### src/rtl/dcc_pkg.sv
package dcc_pkg;

  // Output lane identifiers, used to index the generated lane registers.
  typedef enum logic {
    LANE_PATH = 1'b0,
    LANE_MON  = 1'b1
  } lane_e;

  localparam int NUM_LANES = 2;

endpackage

### src/rtl/dcc_shift_ctrl.sv
module dcc_shift_ctrl #(
  parameter int KW    = 4,
  parameter int KMAX  = 13,
  parameter int FRAC  = 27,
  parameter int BASE  = 14,
  localparam int SHW  = $clog2(FRAC + 1)
) (
  input  logic [KW-1:0]  bw_code,
  output logic [SHW-1:0] shamt
);

  // Left shift applied to the error in accumulator units:
  // FRAC - (k + BASE), with k clamped to KMAX.
  int k_eff;

  always_comb begin
    if (int'(bw_code) > KMAX) k_eff = KMAX;
    else                      k_eff = int'(bw_code);
    shamt = SHW'(FRAC - BASE - k_eff);
  end

endmodule

### src/rtl/dcc_accum.sv
module dcc_accum #(
  parameter int DW   = 14,
  parameter int FRAC = 27,
  localparam int AW  = DW + FRAC,
  localparam int SHW = $clog2(FRAC + 1)
) (
  input  logic                 clk,
  input  logic                 rst,
  input  logic                 upd,
  input  logic signed [DW-1:0] x,
  input  logic [SHW-1:0]       shamt,
  output logic signed [DW-1:0] est
);

  logic signed [AW-1:0] acc;
  logic signed [DW:0]   err;
  logic signed [AW-1:0] err_ext;
  logic signed [AW-1:0] step;

  assign est     = acc[AW-1 -: DW];
  assign err     = $signed({x[DW-1], x}) - $signed({est[DW-1], est});
  assign err_ext = {{(AW-DW-1){err[DW]}}, err};
  assign step    = err_ext <<< shamt;

  always_ff @(posedge clk) begin
    if (rst)      acc <= '0;
    else if (upd) acc <= acc + step;
  end

endmodule

### src/rtl/dcc_subsat.sv
module dcc_subsat #(
  parameter int DW = 14
) (
  input  logic signed [DW-1:0] x,
  input  logic signed [DW-1:0] est,
  output logic signed [DW-1:0] y
);

  localparam logic signed [DW-1:0] POS_LIM = {1'b0, {(DW-1){1'b1}}};
  localparam logic signed [DW-1:0] NEG_LIM = {1'b1, {(DW-1){1'b0}}};

  logic signed [DW:0] wide;

  always_comb begin
    wide = $signed({x[DW-1], x}) - $signed({est[DW-1], est});
    if (wide[DW] != wide[DW-1]) y = wide[DW] ? NEG_LIM : POS_LIM;
    else                        y = wide[DW-1:0];
  end

endmodule

### src/rtl/dcc_offset_canceller.sv
module dcc_offset_canceller #(
  parameter int DW   = 14,
  parameter int KW   = 4,
  parameter int KMAX = 13,
  parameter int FRAC = 27,
  parameter int BASE = 14
) (
  input  logic          clk,
  input  logic          rst,
  input  logic          in_valid,
  input  logic [DW-1:0] in_sample,
  input  logic [KW-1:0] bw_code,
  input  logic          freeze,
  input  logic          path_corr_en,
  input  logic          mon_corr_en,
  output logic          out_valid,
  output logic [DW-1:0] path_sample,
  output logic [DW-1:0] mon_sample,
  output logic [DW-1:0] dc_value
);

  import dcc_pkg::*;

  localparam int SHW = $clog2(FRAC + 1);

  logic [SHW-1:0]       shamt;
  logic signed [DW-1:0] est;
  logic signed [DW-1:0] clean;
  logic [NUM_LANES-1:0] lane_en;
  logic [DW-1:0]        lane_q [NUM_LANES];
  logic                 vld_q;

  dcc_shift_ctrl #(.KW(KW), .KMAX(KMAX), .FRAC(FRAC), .BASE(BASE)) shift_i (
    .bw_code (bw_code),
    .shamt   (shamt)
  );

  dcc_accum #(.DW(DW), .FRAC(FRAC)) accum_i (
    .clk   (clk),
    .rst   (rst),
    .upd   (in_valid & ~freeze),
    .x     ($signed(in_sample)),
    .shamt (shamt),
    .est   (est)
  );

  dcc_subsat #(.DW(DW)) subsat_i (
    .x   ($signed(in_sample)),
    .est (est),
    .y   (clean)
  );

  assign lane_en[LANE_PATH] = path_corr_en;
  assign lane_en[LANE_MON]  = mon_corr_en;

  for (genvar g = 0; g < NUM_LANES; g++) begin : g_lane
    always_ff @(posedge clk) begin
      if (rst)           lane_q[g] <= '0;
      else if (in_valid) lane_q[g] <= lane_en[g] ? clean : in_sample;
    end
  end

  always_ff @(posedge clk) begin
    if (rst) vld_q <= 1'b0;
    else     vld_q <= in_valid;
  end

  assign out_valid   = vld_q;
  assign path_sample = lane_q[LANE_PATH];
  assign mon_sample  = lane_q[LANE_MON];
  assign dc_value    = est;

endmodule

### config.mk
export PLATFORM = sky130hd
export DESIGN_NAME = dcc_offset_canceller
export DESIGN_NICKNAME = d
export VERILOG_FILES = /design/src/rtl/dcc_pkg.sv /design/src/rtl/dcc_shift_ctrl.sv /design/src/rtl/dcc_accum.sv /design/src/rtl/dcc_subsat.sv /design/src/rtl/dcc_offset_canceller.sv
export SDC_FILE = /design/constraint.sdc
export NUM_CORES = 1
export LEC_CHECK = 0
export BUFFER_PORTS_ARGS = -buffer_cell sky130_fd_sc_hd__buf_2
export CAP_MARGIN = 20
export CORE_UTILIZATION = 60
export DETAILED_ROUTE_END_ITERATION = 8
export GPL_ROUTABILITY_DRIVEN = 0
export GPL_TIMING_DRIVEN = 0
export PLACE_DENSITY_LB_ADDON = 0.15
export SYNTH_ARGS = -nofsm -noshare
export SYNTH_HDL_FRONTEND = slang
export SYNTH_HIERARCHICAL = 1
export SYNTH_SLANG_ARGS = --single-unit
### constraint.sdc
create_clock -name clk -period 9.45 [get_ports clk]
set_input_delay 0.945 -clock clk [delete_from_list [all_inputs] [get_ports clk]]
set_output_delay 0.945 -clock clk [all_outputs]
set_load 0.01 [all_outputs]
==> impl_metrics.toml <==
[global_routing]
grtUsageMet2_pct = 57.30
grt_pass1_vias = 8104
antenna_found_initial = 0
met1_usage_pct = 38.26
grt_usage_pct = 32.93
use_met3_pct = 4.275
grt_remaining_overflow = 0
grt_first_pass_wirelength_mm = 38.99
grt_start_max_net_pins = 29
grt.busiest_layer = "met2"

[detailed_routing]
drc = 0
ant_nets = 0
wl_per_cell_um = 17.58
first_pass_iters = 6
vias_per_cell = 6.397
drtIter0Drc = 725
wl_mm = 24.28
via_count = 8834

[critical_path]
crit_chain = "buf_2 > inv_1 > ha_1 > fa_1 > nor2b_1 > o31ai_2 > a211o_1 > a21boi_0 > nor3_1 > nor4_1 > nor3_1 > o31ai_1 > o22ai_1 > ha_1 > a21oi_1 > nand2_1 > o2111ai_1 > a31oi_1 > or4_1 > o211ai_2 > a31oi_1 > a311o_1 > o221ai_1"
ff2ff_path_depth = 22
crit_fanout = 5
cp_data_arrival_time_ns = 6.67
crit_slowest_cell = "or4_1"
timing.rr.start = "accum_i/acc[28]"
required_ns = 9.73
critical_path.top_delay_family = "compound AO/OA/AOI/OAI gates"
path_class = "input pin to flop"
cp_slowest_stage_delay_ns = 0.57
cp-start-kind = "input pin"
cp-end-kind = "flop"
rr_endpoint = "accum_i/acc[39]"
r2r_slack_ns = 3.34
timing.critical_path.buf_inv = 2

[die]
die_y_um = 122.5
die_w_um = 122.5
row_count = 43
core_area_sq_um = 14040
ios = 67
die_area_sq_um = 15000
start_util_pct = 62.03

[placed_design]
dp_hpwl_mm = 19.05
pre_cts_ws_ns = 2.853
dp_cells = 1365
io_buffers = 64

[layout]
final_cell_mix = "129 x nor2_1, 103 x nand2_1, 86 x a21oi_1"
antennaDiodeCount = 0
drive_above_1_share_pct = 14.40
fin_nets = 1292
area_growth_pct = 9.695
finalNonFillerCells = 1381
final_common_cell = "nor2_1"

[clock_tree]
hold_buffers = 0
cts_buffers = 9
cts_setup_buffers = 0
cts.sinks = 70
clkLatencyLatePin_ns = 0.36
cts.clk_slew.worst_paths_ns = 0.07
ctsResizeCount = 0
cts-root-buf = "clkbuf_16"
cts_tree = "built"
ctsHtreeMaxLevel = 3
ctsLongestPathBuffers = 2

[logic_synthesis]
netlist_area_sq_um = 8711
synth-seq-cells = 70
yosys_warnings = 6
async_flop_share_pct = 0
synth_top_flop_cell = "dfxtp_1"
netlist_instances = 1121
ys_seq_area_share_pct = 19.30
syn_area_per_cell_sq_um = 7.771
synth_edf_count = 28
synthesis.nets = 1217
ys_types = 103

[power_and_ir_drop]
p_leak_nw = 4.211
ir_worst_vdd_mv = 0.09006
power_density_nw_per_um2 = 167.2

[timing]
skew_ns = 0.01006
fin_tns_setup_ns = 0
fin_crit_sh_pct = 67.65
setup_viol = 0
fmaxAchievable_ghz = 0.1564
post-route-worst-setup-slack_ns = 3.057
hold_viol_final = 0
rsz0062_at_grt = "false"
layout_min_cycle_time_ns = 6.393
worst_pin_slew_ns = 0.8691
slew_violations = 0
slew_headroom_pct = 42.06

[worst_hold_path]
holdPathStages = 2
worstHoldStart = "accum_i/acc[24]"
hp-class = "flop to flop"
holdPathEnd = "accum_i/acc[24]"

[run]
cap_violations = 0

[status]
status = "complete, no violations"
[Yosys cell counts (15+ instances only)]
cell	n	area [sq um]
mux2i_1	65	650.6
o21a_1	18	135.1
a211oi_1	21	157.7
and3_1	15	93.84
nor2b_1	15	93.84
a21o_1	25	187.7
xnor2_1	20	175.2
xor2_1	17	148.9
buf_4	16	120.1
nand2_1	103	386.6
a31oi_1	21	131.4
a21oi_1	86	430.4
dfxtp_1	42	840.8
edfxtp_1	28	840.8
ha_1	69	863.3
o21ai_0	44	220.2
nor3_1	33	165.2
nor2_1	129	484.2
clkbuf_1	32	120.1
inv_1	59	221.5
[layer usage]
metal  wire length, um  part of all wire [%]  vias up
met5                 0                     0        -
met4              1271                   5.2        0
met3              1543                   6.4       98
met2             11590                    48      384
met1              9871                    41     4095
li1                  -                     -     4257
[through the flow]
stage	power, mW	util (%)	hold slack [ns]	instance area, sq um
global placement	1.208	65.92	0.4602	9256
CTS	1.577	68.05	0.4813	9555
floorplan	1.028	-	0.4452	8711
finish	1.598	68.05	0.4759	9555
detailed placement	1.221	65.92	0.4715	9256
global route	1.697	68.05	0.4974	9555
[cells by family after synthesis]
group / Yosys count / synth area share [%]
other: 1 / 0.04305
muxes: 76 / 9.322
adders and majority gates: 79 / 11.40
buffers and inverters: 135 / 7.498
xor gates and xnor gates: 38 / 3.907
DFF: 70 / 19.30
AOI/OAI and AO/OA: 339 / 27.41
and+or+nand+nor: 383 / 21.11
[registers in the layout (all words and copies together), names as in the netlist]
register and flops:
accum_i/acc 41, lane_q 28, out_valid 1
[cell type report]
class	count	area, sq um
plain buffers	75	427.9
clock buffers	9	225.2
clock inverters	7	73.82
fillers	1235	4487
inverters	60	225.2
multi-input cells	916	6376
flip-flops and latches	70	1682
well taps	180	225.2
repair buffers	64	320.3
[worst max-delay path by stage]
stage	start	endpoint	slack (ns)	cells past startpoint
final	in_sample[0]	accum_i/acc[39]	3.06	23
after floorplan	in_sample[1]	accum_i/acc[35]	3.79	19
after global placement	in_sample[0]	accum_i/acc[35]	2.90	23
after global routing	in_sample[0]	accum_i/acc[35]	2.74	23
after detailed placement	in_sample[0]	accum_i/acc[35]	2.85	23
after CTS	in_sample[0]	accum_i/acc[35]	3.19	23
[report_power, final]
part	switching, mW	total [mW]	leakage [nW]	internal, mW
registers	0.0185	0.364	0.650	0.345
clock network	0.152	0.357	0.146	0.205
logic	0.532	0.877	3.42	0.345
[worst register-to-register path, stage by stage (launching register included)]
cell and delay (ns):
dfxtp_1 0.53, inv_1 0.08, ha_1 0.27, nor2b_1 0.14, o31a_2 0.32, o31a_2 0.38
o41ai_4 0.37, xor2_1 0.17, mux4_2 0.56, mux2i_1 0.22, nand3_1 0.11, o21ai_1 0.20
ha_1 0.29, buf_2 0.17, a21oi_2 0.18, nand2_1 0.09, o2111ai_1 0.29, a31oi_1 0.19
or4_1 0.57, o211ai_2 0.22, a31oi_1 0.21, a311o_1 0.41, o221ai_1 0.07
Note: power is estimated with default switching activity, not from simulation.
